<file path="src/rtl/bitop_pkg.sv">
package bitop_pkg;
  localparam int DATA_W   = 32;
  localparam int BYTE_W   = 8;
  localparam int BITNUM_W = 6;
  localparam int CCR_W    = 5;
  localparam int ZF_POS   = 2;
  localparam int CYC_W    = 5;

  typedef enum logic [1:0] {
    OP_TEST = 2'b00,
    OP_FLIP = 2'b01,
    OP_CLR  = 2'b10,
    OP_SET  = 2'b11
  } bitop_e;
endpackage

</file>
<file path="src/rtl/bitop_mask.sv">
module bitop_mask #(
  parameter int DATA_W   = 32,
  parameter int BYTE_W   = 8,
  parameter int BITNUM_W = 6
) (
  input  logic [BITNUM_W-1:0] bitnum,
  input  logic                is_reg,
  output logic [DATA_W-1:0]   mask
);
  localparam int IDX_W  = $clog2(DATA_W);
  localparam int BIDX_W = $clog2(BYTE_W);

  logic [IDX_W-1:0] idx;
  logic             unused_hi;

  assign unused_hi = ^bitnum[BITNUM_W-1:IDX_W];

  always_comb begin
    if (is_reg) idx = bitnum[IDX_W-1:0];
    else        idx = {{(IDX_W-BIDX_W){1'b0}}, bitnum[BIDX_W-1:0]};
    mask = {{(DATA_W-1){1'b0}}, 1'b1} << idx;
  end
endmodule

</file>
<file path="src/rtl/bitop_alu.sv">
module bitop_alu
  import bitop_pkg::*;
#(
  parameter int DATA_W = 32,
  parameter int BYTE_W = 8
) (
  input  logic [DATA_W-1:0] operand,
  input  logic              is_reg,
  input  bitop_e            op,
  input  logic [DATA_W-1:0] mask,
  output logic [DATA_W-1:0] result,
  output logic              wb,
  output logic              bit_zero
);
  logic [DATA_W-1:0] view;

  always_comb begin
    if (is_reg) view = operand;
    else        view = {{(DATA_W-BYTE_W){1'b0}}, operand[BYTE_W-1:0]};
    bit_zero = ((view & mask) == '0);
    wb       = (op != OP_TEST);
    case (op)
      OP_FLIP: result = view ^ mask;
      OP_CLR:  result = view & ~mask;
      OP_SET:  result = view | mask;
      default: result = view;
    endcase
  end
endmodule

</file>
<file path="src/rtl/bitop_cycles.sv">
module bitop_cycles
  import bitop_pkg::*;
#(
  parameter int CYC_W     = 5,
  parameter int REG_BASE  = 4,
  parameter int IMM_BASE  = 8,
  parameter int MOD_EXTRA = 4,
  parameter int WIDE_ADD  = 2
) (
  input  bitop_e           op,
  input  logic             imm_form,
  input  logic             is_reg,
  output logic [CYC_W-1:0] cycles
);
  always_comb begin
    cycles = imm_form ? CYC_W'(IMM_BASE) : CYC_W'(REG_BASE);
    if (op != OP_TEST) cycles = cycles + CYC_W'(MOD_EXTRA);
    if (is_reg && (op == OP_TEST || op == OP_CLR)) cycles = cycles + CYC_W'(WIDE_ADD);
  end
endmodule

</file>
<file path="src/rtl/bitop_unit.sv">
module bitop_unit
  import bitop_pkg::*;
#(
  parameter int P_DATA_W   = DATA_W,
  parameter int P_BYTE_W   = BYTE_W,
  parameter int P_BITNUM_W = BITNUM_W,
  parameter int P_CCR_W    = CCR_W,
  parameter int P_ZF_POS   = ZF_POS,
  parameter int P_CYC_W    = CYC_W
) (
  input  logic                  clk,
  input  logic                  rst_n,
  input  logic                  in_valid,
  output logic                  in_ready,
  input  logic [1:0]            in_op,
  input  logic                  in_imm_form,
  input  logic                  in_is_reg,
  input  logic [P_BITNUM_W-1:0] in_bitnum,
  input  logic [P_DATA_W-1:0]   in_operand,
  input  logic [P_CCR_W-1:0]    in_ccr,
  output logic                  out_valid,
  input  logic                  out_ready,
  output logic [P_DATA_W-1:0]   out_result,
  output logic                  out_wb,
  output logic [P_CCR_W-1:0]    out_ccr,
  output logic [P_CYC_W-1:0]    out_cycles
);
  localparam logic [P_CCR_W-1:0] ZF_MASK = P_CCR_W'(1) << P_ZF_POS;

  bitop_e              op;
  logic [P_DATA_W-1:0] mask, res_c;
  logic                wb_c, zero_c, fire, valid_d;
  logic [P_CCR_W-1:0]  ccr_c;
  logic [P_CYC_W-1:0]  cyc_c;

  assign op = bitop_e'(in_op);

  bitop_mask #(.DATA_W(P_DATA_W), .BYTE_W(P_BYTE_W), .BITNUM_W(P_BITNUM_W)) u_mask (
    .bitnum(in_bitnum), .is_reg(in_is_reg), .mask(mask));

  bitop_alu #(.DATA_W(P_DATA_W), .BYTE_W(P_BYTE_W)) u_alu (
    .operand(in_operand), .is_reg(in_is_reg), .op(op), .mask(mask),
    .result(res_c), .wb(wb_c), .bit_zero(zero_c));

  bitop_cycles #(.CYC_W(P_CYC_W)) u_cyc (
    .op(op), .imm_form(in_imm_form), .is_reg(in_is_reg), .cycles(cyc_c));

  // next state
  always_comb begin
    in_ready = !out_valid || out_ready;
    fire     = in_valid && in_ready;
    ccr_c    = (in_ccr & ~ZF_MASK) | (zero_c ? ZF_MASK : '0);
    if (fire)           valid_d = 1'b1;
    else if (out_ready) valid_d = 1'b0;
    else                valid_d = out_valid;
  end

  // registers
  always_ff @(posedge clk or negedge rst_n) begin
    if (!rst_n) out_valid <= 1'b0;
    else        out_valid <= valid_d;
  end

  always_ff @(posedge clk or negedge rst_n) begin
    if (!rst_n) begin
      out_result <= '0;
      out_wb     <= 1'b0;
      out_ccr    <= '0;
      out_cycles <= '0;
    end else if (fire) begin
      out_result <= res_c;
      out_wb     <= wb_c;
      out_ccr    <= ccr_c;
      out_cycles <= cyc_c;
    end
  end

  // checks
  logic [P_DATA_W-1:0] in_view;
  assign in_view = in_is_reg ? in_operand
                             : {{(P_DATA_W-P_BYTE_W){1'b0}}, in_operand[P_BYTE_W-1:0]};

  assert_flip_one_bit_R1: assert property (@(posedge clk) disable iff (!rst_n)
    $past(fire && in_op == 2'b01) |-> $countones(out_result ^ $past(in_view)) == 1);
  assert_clr_no_new_ones_R1: assert property (@(posedge clk) disable iff (!rst_n)
    $past(fire && in_op == 2'b10) |-> (out_result & ~$past(in_view)) == '0);
  assert_byte_upper_zero_R3: assert property (@(posedge clk) disable iff (!rst_n)
    $past(fire && !in_is_reg) |-> out_result[P_DATA_W-1:P_BYTE_W] == '0);
  assert_other_flags_kept_R4: assert property (@(posedge clk) disable iff (!rst_n)
    $past(fire) |-> (out_ccr & ~ZF_MASK) == ($past(in_ccr) & ~ZF_MASK));
  assert_set_zero_flag_R4: assert property (@(posedge clk) disable iff (!rst_n)
    $past(fire && in_op == 2'b11) |-> out_ccr[P_ZF_POS] == (out_result != $past(in_view)));
  assert_test_no_write_R5: assert property (@(posedge clk) disable iff (!rst_n)
    $past(fire) |-> out_wb == ($past(in_op) != 2'b00));
  assert_cycles_legal_R6: assert property (@(posedge clk) disable iff (!rst_n)
    out_valid |-> out_cycles inside {5'd4, 5'd6, 5'd8, 5'd10, 5'd12, 5'd14});
  assert_hold_on_stall_R8: assert property (@(posedge clk) disable iff (!rst_n)
    out_valid && !out_ready |=> out_valid && $stable(out_result) && $stable(out_ccr)
                                 && $stable(out_wb) && $stable(out_cycles));
endmodule

</file>
<file path="config.mk">
export PLATFORM = sky130hd
export DESIGN_NAME = bitop_unit
export DESIGN_NICKNAME = d
export VERILOG_FILES = /design/src/rtl/bitop_pkg.sv /design/src/rtl/bitop_mask.sv /design/src/rtl/bitop_alu.sv /design/src/rtl/bitop_cycles.sv /design/src/rtl/bitop_unit.sv
export SDC_FILE = /design/constraint.sdc
export NUM_CORES = 1
export LEC_CHECK = 0
export BUFFER_PORTS_ARGS = -buffer_cell sky130_fd_sc_hd__buf_2
export CAP_MARGIN = 10
export CORE_MARGIN = 2
export CORE_UTILIZATION = 50
export DETAILED_ROUTE_END_ITERATION = 12
export HOLD_SLACK_MARGIN = 0.1
export PLACE_DENSITY = 0.75
export REMOVE_ABC_BUFFERS = 1
export SETUP_SLACK_MARGIN = 0.15
export SLEW_MARGIN = 25
export SYNTH_ARGS = -nofsm -noshare
export SYNTH_HDL_FRONTEND = slang
export SYNTH_HIERARCHICAL = 1
export SYNTH_SLANG_ARGS = --single-unit
</file>
<file path="constraint.sdc">
create_clock -name clk -period 1.3 [get_ports clk]
set_input_delay 0.195 -clock clk [delete_from_list [all_inputs] [get_ports clk]]
set_output_delay 0.195 -clock clk [all_outputs]
set_load 0.1 [all_outputs]
</file>
After elaboration in Yosys (flattened, before gate mapping)
Cells that the tools add are included.

word-level totals
  flip-flop bits (word level) = 44
  bits of input ports = 51
  output and inout port bits = 45
  logic and storage cells = 35

operators by class
  add/subtract/negate cells = 2
  equality and inequality tests = 3
  shift operators = 1
  mux-type cells = 9
  bitwise gates (word level) = 6
  reductions and logical operators = 9

operator list
  operator                                             number
  one-hot mux 32 bit (3 select lines)                  1
  AND 32 bit                                           2
  logical NOT 32 bit                                   1
  2-to-1 mux 32 bit                                    1
  inverter 32 bit                                      1
  OR 32 bit                                            1
  left shift 1 x 5 -> 32 bit, first input constant     1
  bitwise XOR 32 bit                                   1
  2-to-1 mux 5 bit                                     3
  adder 5 x 2 -> 5 bit, second input constant          1
  adder 5 x 3 -> 5 bit, second input constant          1
  OR 5 x 3 -> 5 bit                                    1
  equality test 2 bit, second input constant           2
  2-to-1 mux 4 bit                                     1
  nonzero test 2 bit                                   2
  2-to-1 mux 3 bit                                     1
  equality test 2 x 1 -> 1 bit, second input constant  1
  logical AND 1 bit                                    2
  logical NOT 2 bit                                    1
  logical OR 1 bit                                     2
  2-to-1 mux 1 bit                                     2
  logical NOT 1 bit                                    1

Depth between registers and ports, before layout
  word-level depth = 6
  depth in mapped cells = 9
  gate-level depth less buffers = 8

Cells and area by module
Netlist, hierarchy kept.

by module, submodules not included
  module        instances  cells an instance  area each (µm²)  seq. area each (µm²)
  bitop_alu     1          260                1990.7           0.0
  bitop_unit    1          94                 1811.7           1101.1
  bitop_mask    1          47                 274.0            0.0
  bitop_cycles  1          9                  52.6             0.0

Least setup slack after synthesis
Ideal clock, no wire load.

  path kind = flip-flop to flip-flop
  from = register out_valid
  to = register out_ccr[0]
  library setup time = 125 ps
  data arrival time = 2035 ps
  data required time = 1175 ps
  slack = -860 ps
  stages on the path, launching flop included = 5
  buffers on the path = 1
  clock period less this slack = 2160 ps
  cells stage by stage = dfrtp_1 -> nand2b_4 -> nand2_4 -> buf_6 -> mux2_4

between the ends
  word-level cells in the longest chain between the ends = 3

ends and longest elaborated chain
  what                    line              source
  start, declared         bitop_unit.sv:21  output logic out_valid,
  start signal, assigned  bitop_unit.sv:61  else out_valid <= valid_d;
  logical NOT 1 bit       bitop_unit.sv:50  in_ready = !out_valid || out_ready;
  logical OR 1 bit        bitop_unit.sv:50
  via in_ready            bitop_unit.sv:14  output logic in_ready,
  logical AND 1 bit       bitop_unit.sv:51  fire = in_valid && in_ready;
  end signal, assigned    bitop_unit.sv:73  out_ccr <= ccr_c;
  end, declared           bitop_unit.sv:25  output logic [P_CCR_W-1:0] out_ccr,

The timed path passes the listed nets, and every way through them passes these cells.
A chain may end at the register's enable or synchronous reset.

Worst setup path in the final report
  from = input port in_bitnum[4]
  to = register out_result[29]

between the ends
  word-level cells in the longest chain between the ends = 5
  elaborated cells between the ends (all ways) = 7
  classes of those cells = 1 x shift; 2 x mux; 4 x bitwise

ends and longest elaborated chain
  what                                     line              source
  start, declared                          bitop_unit.sv:18  input logic [P_BITNUM_W-1:0] in_bitnum,
  2-to-1 mux 5 bit (*)                     bitop_mask.sv:19  if (is_reg) idx = bitnum[IDX_W-1:0];
  left shift 1 x 5 -> 32 bit (*)           bitop_mask.sv:21  mask = {{(DATA_W-1){1'b0}}, 1'b1} << idx;
  via mask[29]                             bitop_unit.sv:31  logic [P_DATA_W-1:0] mask, res_c;
  inverter 32 bit                          bitop_alu.sv:24   OP_CLR: result = view & ~mask;
  AND 32 bit                               bitop_alu.sv:24
  one-hot mux 32 bit (3 select lines) (*)  bitop_alu.sv:22   case (op)
  via res_c[29]                            bitop_unit.sv:31
  end signal, assigned                     bitop_unit.sv:71  out_result <= res_c;
  end, declared                            bitop_unit.sv:23  output logic [P_DATA_W-1:0] out_result,

The timed path passes the listed nets; every way through them passes the cells marked *.

==> metrics.txt <==
Pint 4.00 mW; P_sw 3.45 mW; Sw Share 46.3%; CP Max Fanout 5; RSZ-0062 raised after global routing yes; Register Area 0.00110 mm^2; # nets final 685; Worst Setup Start Kind input port; Rows 33; layout cells sized above 1 65.5%; Critical Path Start in_bitnum[4]; Finished Layout Cells 690; Primary FF master, synth dfrtp_1; clk buf depth 2; synth cell count leaders inv_1 (61), nand2_1 (52), ha_1 (49); # fillers 284; Tot Pwr 7.45 mW; placed cell count 640; Comb pwr share 57.5%; Detailed Routing Iterations Pass 1 6; Pleak 3.34 nW; Overflow after GRT 0; first-pass GRT wire length 19.6 mm; met2 Use GR 49.5%; most common cell in the netlist inv_1; Place WS -0.908 ns; Worst Reg-to-Reg Cells 5; vias per std cell 6.41; endpoints failing setup 37; pin count of the biggest net entering global routing 45; failing checks negative setup slack; Worst Hold Class in2reg; FF+latch count, synth 44; die area 0.00900 mm^2; Final Hold Viols 0; max-slew violation count 0; met3 Use GR 3.75%; Fmax 0.507 GHz; chip width 94.9 um; DR iter-0 viols 439; register area share after synthesis 26.7%; number of synthesized flops with an enable pin 0; GRT Max-Usage Layer met2; Synth Instances 410; clock latency on the worst-skew pair 0.30 ns; global routing usage on met1 33.8%; core box area 0.00809 mm^2; clock edge transition at the registers on the reported setup and hold paths 0.10 ns; num ports 96; CTS Buf Count 5; Initial Util 51.0%; Seq pwr share 25.0%; run status complete, but fails checks; DP HPWL 7.66 mm; Critical Path AT 2.17 ns; total track usage 28.1%; Critical Path RT 1.49 ns; Multi-input gate area 0.00334 mm^2; post-synth top area cell dfrtp_1; Fin Clk Skew 0.00903 ns; CTS tree built; Netlist cell types 37; Final Util 87.5%; Cell Pwr Density 1050 mW/mm^2; DR vias 4425; Reg-to-Reg Start out_valid; min cycle time layout 1.97 ns; final worst-path cycle share 152%; reg2reg setup slack -0.09 ns; number of global-route vias before repair 3987; asr flop ratio synth 100%; CP endpoint kind flip-flop; CTS H-tree depth 2; RD Place Congestion 0.804; yosys warns 6; worst vdd ir 0.628 mV; Synth Area per Inst 10.1 um^2; Area growth syn-to-layout 71.5%; Root Driver clkbuf_8; Inserted Diodes 0; initial antenna violation count 0; setup ws final -0.674 ns; worst r2r dst out_result[6]; post-synth top area share 26.7%; Worst Setup EP out_result[29]; setup TNS -11.95 ns; Die Height 94.9 um; clk sinks 44; number of I/O port buffers 93; max_cap viols 0; Clock power frac 17.5%; Synth area leaders dfrtp_1 (27%), ha_1 (15%), mux2_4 (15%); critical path class in2reg; WL per Instance 26.1 um; Residual DRC 0; final WL 18.0 mm; antenna-violating nets left 0; Syn Std Cell Area 0.00413 mm^2
[worst min-delay path by stage]
stage                     cells after the start            end       from
after floorplan                               0     out_ccr[0]      rst_n
after global placement                        2  out_cycles[0]      rst_n
after detailed placement                      2      out_valid      rst_n
after CTS                                     2     out_ccr[3]  in_ccr[3]
after global routing                          2     out_ccr[4]  in_ccr[4]
final                                         2     out_ccr[4]  in_ccr[4]
[power groups by stage]
stage	logic, mW	clock network [mW]	registers, mW
2_1_floorplan	0.746	0	3.39
3_3_place_gp	3.47	0	1.82
3_5_place_dp	3.53	0	1.82
4_1_cts	3.86	1.28	1.82
5_1_grt	4.39	1.36	1.88
6_report	4.29	1.30	1.86
[cell families after synthesis]
| logic type | count (synthesis) | synth area share (%) |
|---|---|---|
| AOI/OAI and AO/OA | 62 | 12.8 |
| adders and majority gates | 49 | 14.8 |
| buffers and inverters | 88 | 10.7 |
| DFF | 44 | 26.7 |
| muxes | 61 | 22.3 |
| other | 1 | 0.0908 |
| and+or+nand+nor | 105 | 12.6 |
[metrics by stage]
stage | hold WS, ns | cell area [um^2]
2_1_floorplan | -0.101 | 3920
3_3_place_gp | 0.193 | 5410
3_5_place_dp | 0.197 | 5410
4_1_cts | 0.114 | 6310
5_1_grt | 0.120 | 7080
6_report | 0.125 | 7080
[per-layer routing]
| metal | vias to the layer above | part of all wire [%] |
|---|---|---|
| li1 | 1764 | - |
| met1 | 2090 | 36 |
| met2 | 414 | 46 |
| met3 | 157 | 10 |
| met4 | 0 | 8.2 |
| met5 | - | 0 |
[placed cells by master (no fill, tap or decap), types with 3 or more instances in the layout]
| cell | Yosys | layout |
|---|---|---|
| a21o_1 | 10 | 10 |
| mux2i_1 | 10 | 9 |
| dfrtp_1 | 44 | 44 |
| buf_12 | 0 | 40 |
| ha_2 | 0 | 6 |
| inv_2 | 0 | 35 |
| nand2_2 | 2 | 9 |
| buf_2 | 10 | 42 |
| nor2_2 | 0 | 4 |
| mux4_2 | 6 | 8 |
| inv_1 | 61 | 26 |
| nor3_4 | 0 | 4 |
| buf_8 | 0 | 8 |
| o211ai_1 | 14 | 14 |
| a22o_1 | 5 | 5 |
| nor2_4 | 0 | 20 |
| clkbuf_8 | 0 | 5 |
| ha_1 | 49 | 14 |
| nand4b_1 | 4 | 4 |
| nand2b_4 | 1 | 3 |
| nand2_1 | 52 | 41 |
| a221oi_2 | 4 | 4 |
| ha_4 | 0 | 29 |
| nor3b_4 | 0 | 4 |
| mux2_4 | 40 | 41 |
| buf_6 | 9 | 40 |
| a211oi_1 | 10 | 10 |
| nand2_4 | 1 | 4 |
| buf_4 | 8 | 59 |
| a211o_1 | 14 | 14 |
[flip-flops by register name, summed over array words and instances, names as in the netlist]
signal / cells
out_cycles: 5
out_valid: 1
out_ccr: 5
out_result: 32
out_wb: 1
[critical path, stage by stage]
cell and delay [ns]:
buf_6 0.08, buf_6 0.12, buf_6 0.10, nand4_1 0.37, nor2_2 0.30, inv_1 0.10, ha_1 0.27, o211ai_1 0.22
nand2_1 0.11, mux2_2 0.30
[final cells by class]
class / count / area share (%)
clock buffers: 5 / 0.972
clock inverters: 2 / 0.848
inverters: 61 / 3.23
multi-input cells: 279 / 47.2
flip-flops and latches: 44 / 15.6
well taps: 105 / 1.86
repair buffers: 194 / 30.3
[timing repair]
action                     4_1_cts  5_1_grt
hold endpoints to repair        44        0
setup buffers                   22       15
hold buffers                     1        0
cloned                           4        1
pin swaps                       75       80
gates resized for setup        122      134
setup endpoints to repair       66       57
No activity file was read; power rests on OpenSTA's default activity.
